[config.mk]
export PLATFORM = sky130hd
export DESIGN_NAME = presence_watchdog
export DESIGN_NICKNAME = d
export VERILOG_FILES = /design/src/rtl/pw_pkg.sv /design/src/rtl/pw_edge_qual.sv /design/src/rtl/pw_cfg_hold.sv /design/src/rtl/pw_dur_count.sv /design/src/rtl/presence_watchdog.sv
export SDC_FILE = /design/constraint.sdc
export NUM_CORES = 1
export LEC_CHECK = 0
export ABC_AREA = 1
export BUFFER_PORTS_ARGS = -buffer_cell sky130_fd_sc_hd__clkbuf_2
export CORE_AREA = 2 2 149 166
export DETAILED_ROUTE_END_ITERATION = 8
export DIE_AREA = 0 0 151 168
export GPL_TIMING_DRIVEN = 1
export HOLD_SLACK_MARGIN = 0.15
export PLACE_DENSITY_LB_ADDON = 0.1
export SLEW_MARGIN = 40
export SYNTH_ARGS = -nofsm -noshare
export SYNTH_HDL_FRONTEND = slang
export SYNTH_SLANG_ARGS = --single-unit
[constraint.sdc]
create_clock -name clk_ref -period 2.9 [get_ports clk_ref]
set_clock_uncertainty 0.2 [all_clocks]
set_input_delay 0.29 -clock clk_ref [delete_from_list [all_inputs] [get_ports clk_ref]]
set_output_delay 0.29 -clock clk_ref [all_outputs]
set_load 0.01 [all_outputs]
[src/rtl/pw_pkg.sv]
package pw_pkg;

    typedef enum logic [1:0] {
        ST_IDLE  = 2'd0,
        ST_ARMED = 2'd1,
        ST_HOLD  = 2'd2,
        ST_FAULT = 2'd3
    } pw_state_t;

    typedef enum logic [1:0] {
        CAUSE_NONE    = 2'b00,
        CAUSE_TIMEOUT = 2'b01
    } pw_cause_t;

endpackage

[src/rtl/pw_edge_qual.sv]
module pw_edge_qual #(
    parameter int SYNC_STAGES = 2,
    parameter int GLT_W       = 4
) (
    input  logic             clk,
    input  logic             rst_n,
    input  logic             mon_in,
    input  logic [GLT_W-1:0] min_width,
    output logic             rise_pulse
);

    localparam int RUN_W = GLT_W + 1;

    logic [SYNC_STAGES-1:0] sync_q;
    logic                   smp;
    logic                   level_q;
    logic [GLT_W-1:0]       run_cnt;
    logic [RUN_W-1:0]       run_next;

    generate
        if (SYNC_STAGES < 2) begin : g_bad_depth
            initial $error("pw_edge_qual needs at least two synchronizer stages");
        end
    endgenerate

    // synchronizer chain into the reference domain
    always_ff @(posedge clk or negedge rst_n) begin
        if (!rst_n) begin
            sync_q <= '0;
        end else begin
            sync_q <= {sync_q[SYNC_STAGES-2:0], mon_in};
        end
    end

    assign smp      = sync_q[SYNC_STAGES-1];
    assign run_next = {1'b0, run_cnt} + RUN_W'(1);

    // a level is accepted once it has differed from the held level for min_width cycles
    always_ff @(posedge clk or negedge rst_n) begin
        if (!rst_n) begin
            level_q    <= 1'b0;
            run_cnt    <= '0;
            rise_pulse <= 1'b0;
        end else begin
            rise_pulse <= 1'b0;
            if (smp != level_q) begin
                if (run_next >= {1'b0, min_width}) begin
                    level_q    <= smp;
                    run_cnt    <= '0;
                    rise_pulse <= smp;
                end else begin
                    run_cnt <= run_next[GLT_W-1:0];
                end
            end else begin
                run_cnt <= '0;
            end
        end
    end

endmodule

[src/rtl/pw_cfg_hold.sv]
module pw_cfg_hold #(
    parameter int CNT_W  = 16,
    parameter int MISS_W = 4,
    parameter int GLT_W  = 4,
    parameter int LIM_W  = CNT_W + MISS_W + 1
) (
    input  logic              clk,
    input  logic              rst_n,
    input  logic              enable,
    input  logic [CNT_W-1:0]  period_max,
    input  logic [MISS_W-1:0] miss_cnt,
    input  logic [CNT_W-1:0]  allowance,
    input  logic [GLT_W-1:0]  glitch_min,
    input  logic [CNT_W-1:0]  holdoff_len,
    output logic [LIM_W-1:0]  lim,
    output logic [GLT_W-1:0]  thr,
    output logic [CNT_W-1:0]  hold
);

    logic [LIM_W-1:0] prod;

    assign prod = LIM_W'(period_max) * LIM_W'(miss_cnt) + LIM_W'(allowance);

    // configuration is only copied while monitoring is disabled; zeros act as one
    always_ff @(posedge clk or negedge rst_n) begin
        if (!rst_n) begin
            lim  <= LIM_W'(1);
            thr  <= GLT_W'(1);
            hold <= CNT_W'(1);
        end else if (!enable) begin
            lim  <= (prod == '0) ? LIM_W'(1) : prod;
            thr  <= (glitch_min == '0) ? GLT_W'(1) : glitch_min;
            hold <= (holdoff_len == '0) ? CNT_W'(1) : holdoff_len;
        end
    end

endmodule

[src/rtl/pw_dur_count.sv]
module pw_dur_count #(
    parameter int DUR_W = 16
) (
    input  logic             clk,
    input  logic             rst_n,
    input  logic             start,
    input  logic             run,
    output logic [DUR_W-1:0] dur
);

    always_ff @(posedge clk or negedge rst_n) begin
        if (!rst_n) begin
            dur <= '0;
        end else if (start) begin
            dur <= '0;
        end else if (run && (dur != '1)) begin
            dur <= dur + DUR_W'(1);
        end
    end

endmodule

[src/rtl/presence_watchdog.sv]
module presence_watchdog
    import pw_pkg::*;
#(
    parameter int CNT_W       = 16,
    parameter int MISS_W      = 4,
    parameter int GLT_W       = 4,
    parameter int DUR_W       = 16,
    parameter int SYNC_STAGES = 2
) (
    input  logic              clk_ref,
    input  logic              rst_n,
    input  logic              enable,
    input  logic              mon_clk,
    input  logic [CNT_W-1:0]  cfg_period_max,
    input  logic [MISS_W-1:0] cfg_miss_cnt,
    input  logic [CNT_W-1:0]  cfg_allowance,
    input  logic [GLT_W-1:0]  cfg_glitch_min,
    input  logic [CNT_W-1:0]  cfg_holdoff_len,
    input  logic              holdoff_start,
    input  logic              fault_clear,
    output logic              fault,
    output logic [1:0]        fault_cause,
    output logic [DUR_W-1:0]  fault_dur,
    output logic              holdoff_act
);

    localparam int LIM_W = CNT_W + MISS_W + 1;

    pw_state_t        state_q, state_d;
    pw_cause_t        cause_q;
    logic [LIM_W-1:0] lim;
    logic [GLT_W-1:0] thr;
    logic [CNT_W-1:0] hold_len;
    logic [LIM_W-1:0] wd_cnt;
    logic [CNT_W-1:0] hold_cnt;
    logic             q_edge;
    logic             edge_seen;
    logic             expire;
    logic             hold_done;
    logic             clear_ok;

    pw_edge_qual #(
        .SYNC_STAGES (SYNC_STAGES),
        .GLT_W       (GLT_W)
    ) u_qual (
        .clk        (clk_ref),
        .rst_n      (rst_n),
        .mon_in     (mon_clk),
        .min_width  (thr),
        .rise_pulse (q_edge)
    );

    pw_cfg_hold #(
        .CNT_W  (CNT_W),
        .MISS_W (MISS_W),
        .GLT_W  (GLT_W),
        .LIM_W  (LIM_W)
    ) u_cfg (
        .clk         (clk_ref),
        .rst_n       (rst_n),
        .enable      (enable),
        .period_max  (cfg_period_max),
        .miss_cnt    (cfg_miss_cnt),
        .allowance   (cfg_allowance),
        .glitch_min  (cfg_glitch_min),
        .holdoff_len (cfg_holdoff_len),
        .lim         (lim),
        .thr         (thr),
        .hold        (hold_len)
    );

    assign expire    = !q_edge && ((wd_cnt + LIM_W'(1)) >= lim);
    assign hold_done = (hold_cnt + CNT_W'(1)) >= hold_len;
    assign clear_ok  = fault_clear && (edge_seen || q_edge);

    // next-state decisions
    always_comb begin
        state_d = state_q;
        unique case (state_q)
            ST_IDLE: begin
                if (enable) state_d = ST_ARMED;                 // start
            end
            ST_ARMED: begin
                if (!enable)            state_d = ST_IDLE;      // disable
                else if (holdoff_start) state_d = ST_HOLD;      // holdoff request wins
                else if (expire)        state_d = ST_FAULT;     // timeout
            end
            ST_HOLD: begin
                if (!enable)        state_d = ST_IDLE;          // disable
                else if (hold_done) state_d = ST_ARMED;         // holdoff expiry
            end
            ST_FAULT: begin
                if (clear_ok) state_d = enable ? ST_ARMED : ST_IDLE; // accepted clear
            end
            default: state_d = ST_IDLE;
        endcase
    end

    // state register and its counters
    always_ff @(posedge clk_ref or negedge rst_n) begin
        if (!rst_n) begin
            state_q   <= ST_IDLE;
            wd_cnt    <= '0;
            hold_cnt  <= '0;
            edge_seen <= 1'b0;
            cause_q   <= CAUSE_NONE;
        end else begin
            state_q <= state_d;

            if ((state_q == ST_ARMED) && (state_d == ST_ARMED) && !q_edge) begin
                wd_cnt <= wd_cnt + LIM_W'(1);
            end else begin
                wd_cnt <= '0;
            end

            if ((state_q == ST_HOLD) && (state_d == ST_HOLD)) begin
                hold_cnt <= hold_cnt + CNT_W'(1);
            end else begin
                hold_cnt <= '0;
            end

            if (state_q != ST_FAULT) begin
                edge_seen <= 1'b0;
            end else if (q_edge) begin
                edge_seen <= 1'b1;
            end

            if ((state_q == ST_ARMED) && (state_d == ST_FAULT)) begin
                cause_q <= CAUSE_TIMEOUT;
            end else if ((state_q == ST_FAULT) && (state_d != ST_FAULT)) begin
                cause_q <= CAUSE_NONE;
            end
        end
    end

    pw_dur_count #(
        .DUR_W (DUR_W)
    ) u_dur (
        .clk   (clk_ref),
        .rst_n (rst_n),
        .start ((state_q == ST_ARMED) && (state_d == ST_FAULT)),
        .run   ((state_q == ST_FAULT) && !edge_seen && !q_edge),
        .dur   (fault_dur)
    );

    // outputs
    always_comb begin
        fault       = (state_q == ST_FAULT);
        holdoff_act = (state_q == ST_HOLD);
        fault_cause = cause_q;
    end

endmodule

# Word level (Yosys, flattened, before mapping)
# Cells that the tools add are included.
# word_totals
input_bits	62
ff_bits	107
elab_cells	77
out_inout_bits	20
# op_classes
mux	24
reduce_logical	21
add_sub_neg	5
n_eq_ne	10
multipliers	1
order_cmp	3
# ops
operator	n
two-way mux 16 bit	4
two-way mux 21 bit	2
adder 16 x 1 -> 16 bit (second input constant)	2
adder 20 x 16 -> 21 bit	1
adder 21 x 1 -> 21 bit (second input constant)	1
greater-or-equal comparator 21 bit	1
logical NOT 21 bit	1
multiplier 16 x 4 -> 20 bit	1
two-way mux 2 bit	9
greater-or-equal comparator 16 bit	1
logical NOT 16 bit	1
inequality test 16 bit (second input constant)	1
two-way mux 4 bit	3
logical AND 1 bit	10
== test 2 bit (second input constant)	4
one-hot mux 2 bit (4 select lines)	1
nonzero test 2 bit	3
adder 4 x 1 -> 5 bit (second input constant)	1
greater-or-equal comparator 5 x 4 -> 1 bit	1
two-way mux 1 bit	5
== test 2 x 1 -> 1 bit (second input constant)	2
logical NOT 4 bit	1
inequality test 2 bit (second input constant)	2
logical NOT 1 bit	2
other kinds (4)	4

# Logic depth before layout (Yosys ltp)
# Gate-level depths: netlist of run 1.
# depth
depth_word	11
mapped_depth	28
mapped_depth_nobuf	28

# Modules after synthesis
# From an unflattened synthesis of run 1, not the netlist that was laid out.
# unflattened
cells_unflattened	1323
area_unflattened_um2	9374.0
# modules_own_cells
mod	n_inst	seq_area_each_um2	cells_each	area_each_um2
pw_cfg_hold	1	1029.7	667	4591.9
presence_watchdog	1	1026.0	465	3324.4
pw_dur_count	1	400.4	144	1037.2
pw_edge_qual	1	200.2	47	420.4

# Worst setup path after synthesis of run 1
# No wires, ideal clock.
# synth_timing
kind	input -> register
startpoint	in cfg_miss_cnt[2]
endpoint	reg u_cfg.lim[0]
t_arrival_ns	3.797
t_required_ns	2.632
path_buffers	2
setup_slack_ns	-1.165
setup_time_ns	0.068
cell_stages	23
cell_sequence	clkbuf_1 > clkbuf_1 > nand2_1 > inv_1 > fa_1 > fa_1 > inv_1 > fa_1 > inv_1 > ha_1 > nand2_1 > inv_1 > a21oi_1 > nand2_1 > nand2_1 > nand2_1 > nand2_1 > nand2_1 > nor2_1 > nand3_1 > nor2_1 > nand2_1 > a21oi_2
# synth_between
elab_chain_len	4
# synth_rtl
item	line	rtl
from (decl)	presence_watchdog.sv:15	input logic [MISS_W-1:0] cfg_miss_cnt,
multiplier 16 x 4 -> 20 bit	pw_cfg_hold.sv:22	assign prod = LIM_W'(period_max) * LIM_W'(miss_cnt) + LIM_W'(allowance);
adder 20 x 16 -> 21 bit	pw_cfg_hold.sv:22	
logical NOT 21 bit	pw_cfg_hold.sv:31	lim <= (prod == '0) ? LIM_W'(1) : prod;
two-way mux 21 bit	pw_cfg_hold.sv:31	
to (signal assigned)	pw_cfg_hold.sv:31	
to (decl)	pw_cfg_hold.sv:15	output logic [LIM_W-1:0] lim,
# No other way between the ends.
# A chain may end at the register's enable or synchronous reset.

# Worst setup path in the final report of run 1
# layout_timing
startpoint	in cfg_miss_cnt[3]
endpoint	reg u_cfg.lim[0]
# Same word-level chain as after synthesis.

==> results of run 1 <==
where the power goes:
part	switching (mW)	internal [mW]
sequential	0.134	1.70
clock	0.604	0.624
combinational	2.63	2.33
state kept, by name (all words and copies together), names as in the netlist:
| register | flops |
|---|---|
| u_cfg.lim | 21 |
| u_qual.run_cnt | 4 |
| u_cfg.thr | 4 |
| u_cfg.hold | 16 |
| hold_cnt | 16 |
| wd_cnt | 21 |
| u_qual.level_q | 1 |
| u_qual.rise_pulse | 1 |
| u_qual.sync_q | 2 |
| state_q | 2 |
| edge_seen | 1 |
| fault_cause | 1 |
| u_dur.dur | 16 |
logic make-up (layout without fill, tap and decap cells):
logic type | after synthesis | after routing | share of synthesized area [%]
adder cells (fa/ha/maj) | 119 | 119 | 19.33
flip-flops | 106 | 106 | 28.34
XOR/XNOR | 28 | 28 | 2.616
other | 1 | 1 | 0.04000
AND/OR/NAND/NOR | 596 | 596 | 29.65
AO/OA/AOI/OAI | 95 | 95 | 5.486
buffers and inverters | 358 | 644 | 14.55
worst max-delay path by stage:
stage / slack (ps) / end / from
floorplan: -800 / u_cfg.lim[0] / cfg_miss_cnt[1]
global placement: -1230 / u_cfg.lim[0] / cfg_miss_cnt[1]
detailed placement: -1240 / u_cfg.lim[0] / cfg_miss_cnt[1]
CTS: -580 / u_dur.dur[0] / hold_cnt[0]
global route: -810 / wd_cnt[20] / hold_cnt[0]
finish: -620 / u_cfg.lim[0] / cfg_miss_cnt[3]
layout make-up:
cell class | instances | area (um^2) | share of cell area [%]
clock inverters | 5 | 45.04 | 0.3350
clock buffers | 11 | 242.7 | 1.805
well taps | 310 | 387.9 | 2.885
inverters | 336 | 1274 | 9.473
repair buffers | 292 | 2327 | 17.31
flip-flops and latches | 106 | 2656 | 19.76
multi-input cells | 839 | 6513 | 48.44
stage by stage:
step / std cells / power, mW / hold slack, ps
floorplan: 1303 / 4.390 / -205.6
global placement: 1823 / 5.748 / 136.4
detailed placement: 1823 / 5.779 / 137.2
CTS: 1886 / 7.672 / 155.5
global route: 1899 / 8.717 / 172.0
finish: 1899 / 8.022 / 155.8
routing by layer:
metal  vias to the layer above  global-route usage (%)  wire, um
li1                       4515                       -         -
met1                      4054                   24.06     10360
met2                        99                   34.66     11940
met3                        14                   2.276       603
met4                         0                   3.291       200
met5                         -                       0         0
cell usage in the layout, fill, tap and decap left out, types with 4 or more instances in the layout:
cell           Yosys  final
nand2_4            2     29
ha_1              76     59
nor3_2             4      6
nand3_1           47     29
inv_2              6     37
dlygate4sd3_1      0     23
nor3_1            21     17
a21oi_1           26     17
ha_4               0     14
xnor2_2            0      4
or2_2              5      5
inv_1            329    294
clkbuf_16          0     13
nand4_1           25     25
xor2_1            21     17
inv_4              1      5
fa_2               0      4
nand2_2           12     65
nand3b_1           4      4
nand2_1          332    251
nor2_2             8     23
clkbuf_2           0     69
nor2_1            94     59
nor4_1             7      7
o21ai_1            1      5
buf_4              2    163
dfrtp_1          103    103
nor2_4             7     27
buf_12             0      5
clkbuf_8           0      7
o21ai_0           55     38
o21ai_2            0     13
fa_1              43     39
nand3_4            1      8
a21oi_2            2      8
buf_6              1     20
nand3_2           15     26
repair_timing:
item	4_1_cts	5_1_grt
gates cloned	3	0
gates resized for setup	160	127
buffers inserted	27	15
pin swaps	63	80
hold buffers	23	0
endpoints found under the hold margin	64	0
setup endpoints to repair	75	75
==> impl_metrics.env, run 1 <==
export IMPL_status="finished with violations"
export IMPL_violations="setup timing"
export IMPL_cts_sinks=106
export IMPL_final_util_pct=56.32
export IMPL_crit_path_top_delay_cell="fa_1"
export IMPL_crit_cells=20
export IMPL_viasPerCell=4.572
export IMPL_r2r_slack_ps=-570
export IMPL_min_to="u_qual.sync_q[1]"
export IMPL_finalInstanceArea_um2=13450
export IMPL_end_kind="register"
export IMPL_fillCellCount=2278
export IMPL_post_route_period_util_pct=121.3
export IMPL_syn_avg_cell_area_um2=7.194
export IMPL_nets=1765
export IMPL_antenna_cells=0
export IMPL_netlist_instances=1303
export IMPL_cp_data_arrival_time_ps=3610
export IMPL_whs_path_depth=0
export IMPL_synth_area_leaders="dfrtp_1, nand2_1, inv_1, ha_1, fa_1"
export IMPL_pin_count=82
export IMPL_synth_ff_latch_count=106
export IMPL_rows=60
export IMPL_path_class="in -> reg"
export IMPL_drv_cap=0
export IMPL_synth_top_area_share_pct=27.50
export IMPL_worstMarginPinSlew_ps=665.6
export IMPL_timing_slew_headroom_pct=55.62
export IMPL_crit_buf_inv=6
export IMPL_htreeDepth=3
export IMPL_min_from="u_qual.sync_q[0]"
export IMPL_die_w_um=151
export IMPL_power_leakage_nw=7.525
export IMPL_dieHeight_um=168
export IMPL_crit_fanout=7
export IMPL_ant_nets=0
export IMPL_first_iter_violations=283
export IMPL_ys_async_sr_fraction_pct=100.0
export IMPL_cts_root_buffer="clkbuf_16"
export IMPL_start_util_pct=39.27
export IMPL_routedWlPerCell_um=12.16
export IMPL_insertion_delay_ps=360
export IMPL_grt_pass1_wl_mm=39.14
export IMPL_critPathLaunchType="primary input"
export IMPL_cp_required_ps=2990
export IMPL_r2r_start="hold_cnt[0]"
export IMPL_clockBufferDepth=2
export IMPL_overflow=0
export IMPL_areaGrowthSynthToFinish_pct=43.43
export IMPL_cp_slowest_stage_delay_ps=520
export IMPL_seq_area_frac_synth_pct=28.34
export IMPL_grt_max_degree=50
export IMPL_hold_viol_final=0
export IMPL_ys_types=51
export IMPL_synthFlopType="dfrtp_1"
export IMPL_post_synth_top_count_cell="nand2_1"
export IMPL_dp_hpwl_mm=17.80
export IMPL_layout_setup_ws_ps=-618.6
export IMPL_path_cells="clkbuf_16 -> nand2_2 -> inv_1 -> fa_1 -> fa_1 -> inv_1 -> fa_1 -> inv_2 -> ha_4 -> nand2_2 -> nand2_1 -> nand2_2 -> nand3_2 -> buf_4 -> buf_6 -> xnor2_4 -> nand4_1 -> nor2_1 -> nand2_1 -> a21oi_2"
export IMPL_antenna_found_initial=0
export IMPL_via_count=8682
export IMPL_first_global_vias=8642
export IMPL_drv_slew=0
export IMPL_ir_drop_v=0.0003235
export IMPL_numCtsBuffers=9
export IMPL_syn_cell_area_um2=9374
export IMPL_power_density_nw_per_um2=596.6
export IMPL_rsz0062_at_grt="yes"
export IMPL_synthTopCellsByCount="nand2_1, inv_1, dfrtp_1, nor2_1, ha_1"
export IMPL_rr_worst_depth=29
export IMPL_cts_tree="built"
export IMPL_worst_hold_path_type="reg -> reg"
export IMPL_synth_edf_count=0
export IMPL_final_min_clock_period_ps=3519
export IMPL_drive_gt1_share_pct=37.00
export IMPL_r2r_end="u_dur.dur[10]"
export IMPL_syn_nets=1484
export IMPL_io_buffers=80
export IMPL_pre_cts_slack_ps=-1241
export IMPL_synth_largest_area_cell="dfrtp_1"
export IMPL_core_area_um2=23870
export IMPL_wirelength_mm=23.10
export IMPL_dieArea_um2=25370
export IMPL_drc=0
export IMPL_max_freq_ghz=0.2842
export IMPL_synth_warning_count=0
export IMPL_track_usage_pct=18.94
export IMPL_fin_tns_setup_ps=-31310
export IMPL_post_dp_cell_area_um2=11610
export IMPL_place_congestion=0.8490
export IMPL_setup_viol=74
export IMPL_dr_pass1_iters=5
export IMPL_cp_top_family="adder cells"
export IMPL_path_clk_slew_ps=80
Note: power is estimated with default switching activity, not from simulation.
==> inputs of run 2 (changes only) <==
- CORE_AREA: 2 2 149 166 -> 2 2 172 191
- DIE_AREA: 0 0 151 168 -> 0 0 174 193
==> run 2 against run 1 <==
The flow still finishes with violations (setup timing). Largest cell class unchanged. Core utilization is 12 points lower. Flip-flop and latch count did not move. Hold slack worse by 2.6 ps. Power up 6.4%. Routed wire length grew 7.6%. Critical endpoint unchanged. Via count increased by 0.84%. Non-clock buffer count is 8 higher. Clock power up 7%. Sequential power about the same. Worst setup slack improved by 23 ps. Register-to-register slack got worse by 20 ps. Design area grew 3.9%.
==> impl_metrics.env, run 2 (synthesis gave the netlist of run 1 again) <==
export IMPL_status="finished with violations"
export IMPL_violations="setup timing"
export IMPL_antenna_found_initial=0
export IMPL_switching_power_mw=3.614
export IMPL_cp_data_arrival_time_ps=3590
export IMPL_htreeDepth=3
export IMPL_cp_slowest_stage_delay_ps=530
export IMPL_cts_sinks=106
export IMPL_path_clk_slew_ps=80
export IMPL_dieHeight_um=193
export IMPL_final_min_clock_period_ps=3496
export IMPL_rsz0062_at_grt="yes"
export IMPL_drv_cap=0
export IMPL_end_kind="register"
export IMPL_track_usage_pct=15.47
export IMPL_crit_path_frequent_cell="nand2_4"
export IMPL_ant_nets=0
export IMPL_areaGrowthSynthToFinish_pct=49.03
export IMPL_cts_root_buffer="clkbuf_16"
export IMPL_power_leakage_nw=7.660
export IMPL_largestRegisters="u_cfg.lim (21), wd_cnt (21)"
export IMPL_fin_tns_setup_ps=-31410
export IMPL_nets=1773
export IMPL_dieArea_um2=33580
export IMPL_stdcell_count=2023
export IMPL_cp_required_ps=2990
export IMPL_overflow=0
export IMPL_grt_pass1_wl_mm=42.57
export IMPL_drv_slew=0
export IMPL_crit_fanout=7
export IMPL_numCtsBuffers=9
export IMPL_crit_buf_inv=5
export IMPL_core_area_um2=31770
export IMPL_routedWlPerCell_um=12.29
export IMPL_whs_path_depth=0
export IMPL_grt_max_degree=48
export IMPL_via_count=8755
export IMPL_dr_pass1_iters=5
export IMPL_power_density_nw_per_um2=611.0
export IMPL_path_class="in -> reg"
export IMPL_hold_viol_final=0
export IMPL_p_seq_share_pct=21.5
export IMPL_final_cell_mix="inv_1, nand2_1, buf_4"
export IMPL_swShare_pct=42.34
export IMPL_path_cells="clkbuf_16 -> nand2_4 -> inv_2 -> fa_1 -> fa_1 -> inv_2 -> fa_1 -> inv_2 -> ha_4 -> nand2_4 -> inv_4 -> nand2_4 -> nor3_4 -> nand2_4 -> nand2_2 -> nand2_2 -> nand2_2 -> nand2_1 -> nor2_1 -> nand2_1 -> nor2_1 -> nand2_1 -> a21oi_2"
export IMPL_drc=0
export IMPL_pin_count=82
export IMPL_rows=69
export IMPL_post_route_period_util_pct=120.5
export IMPL_layout_setup_ws_ps=-595.7
export IMPL_min_from="u_qual.sync_q[0]"
export IMPL_p_comb_share_pct=63.2
export IMPL_rr_worst_depth=24
export IMPL_worst_hold_path_type="reg -> reg"
export IMPL_timing_slew_headroom_pct=55.34
export IMPL_critPathLaunchType="primary input"
export IMPL_worstMarginPinSlew_ps=669.9
export IMPL_r2r_start="wd_cnt[0]"
export IMPL_min_to="u_qual.sync_q[1]"
export IMPL_place_congestion=0.8128
export IMPL_clockBufferDepth=2
export IMPL_crit_path_top_delay_cell="fa_1"
export IMPL_r2r_end="wd_cnt[2]"
export IMPL_antenna_cells=0
export IMPL_finalInstanceArea_um2=13970
export IMPL_numPlacedInstances=1953
export IMPL_ir_drop_v=0.0003442
export IMPL_dp_hpwl_mm=19.37
export IMPL_pre_cts_slack_ps=-1280
export IMPL_p_int_mw=4.921
export IMPL_setup_viol=74
export IMPL_cts_tree="built"
export IMPL_wirelength_mm=24.87
export IMPL_drive_gt1_share_pct=40.08
export IMPL_post_dp_cell_area_um2=11850
export IMPL_start_util_pct=29.51
export IMPL_fillCellCount=3344
export IMPL_first_iter_violations=311
export IMPL_max_freq_ghz=0.2861
export IMPL_io_buffers=80
export IMPL_cp_top_family="adder cells"
export IMPL_viasPerCell=4.328
export IMPL_die_w_um=174
export IMPL_layout_commonest_cell="inv_1"
export IMPL_pwr_share_clk_pct=15.4
export IMPL_insertion_delay_ps=360
export IMPL_first_global_vias=9245
export IMPL_r2r_slack_ps=-590
run 2: cell types whose count changed in the layout (fill, tap and decap cells not counted), sizes merged:
cell and delta:
bufinv +1, buf +6, dlygate4sd3 +1, clkinvlp +1
clkbuf -1
run 2: power by group through the flow:
stage	sequential, mW	combinational (mW)	clock [mW]
after floorplan	1.85	2.54	0
after global placement	1.87	3.97	0
after detailed placement	1.87	3.99	0
after CTS	1.84	4.73	1.38
after global routing	1.87	5.99	1.42
final	1.83	5.39	1.31
run 2: worst max path at each step:
stage | to | startpoint | slack, ps | depth (start not counted)
5_1_grt | wd_cnt[2] | hold_cnt[0] | -900 | 21
3_5_place_dp | u_cfg.lim[0] | cfg_miss_cnt[1] | -1280 | 22
6_report | u_cfg.lim[0] | cfg_miss_cnt[3] | -600 | 23
2_1_floorplan | u_cfg.lim[0] | cfg_miss_cnt[1] | -800 | 24
3_3_place_gp | u_cfg.lim[0] | cfg_miss_cnt[1] | -1300 | 22
4_1_cts | fault_cause[0] | hold_cnt[0] | -650 | 25
run 2: area by class of cell:
type | instances | area (um^2) | area share, %
Multi-Input combinational cell | 839 | 6736 | 48.22
Sequential cell | 106 | 2656 | 19.01
Inverter | 336 | 1271 | 9.100
Clock inverter | 7 | 87.58 | 0.6270
Timing Repair Buffer | 300 | 2460 | 17.61
Tap cell | 426 | 533.0 | 3.816
Clock buffer | 9 | 225.2 | 1.612
run 2: what timing repair did:
item	in CTS	in global routing
resized for setup	180	185
endpoints found under the setup margin	75	75
hold buffers	24	0
cloned	3	2
endpoints found under the hold margin	64	0
pin swaps	87	100
buffers inserted	19	17
run 2: stage by stage:
step                utilization, %  hold WS, ps  power (mW)
global placement             37.29        136.5       5.837
global route                 43.97        160.3       9.276
detailed placement           37.29        136.3       5.857
finish                       43.97        153.2       8.535
CTS                          41.39        155.8       7.945
floorplan                        -       -205.6       4.390
run 2: layer usage:
layer | wire (um) | up-vias | global-route usage [%]
met5 | 0 | - | 0
met4 | 382 | 0 | 3.782
met3 | 516 | 21 | 1.725
met2 | 12470 | 88 | 28.69
met1 | 11490 | 4123 | 19.22
li1 | - | 4523 | -
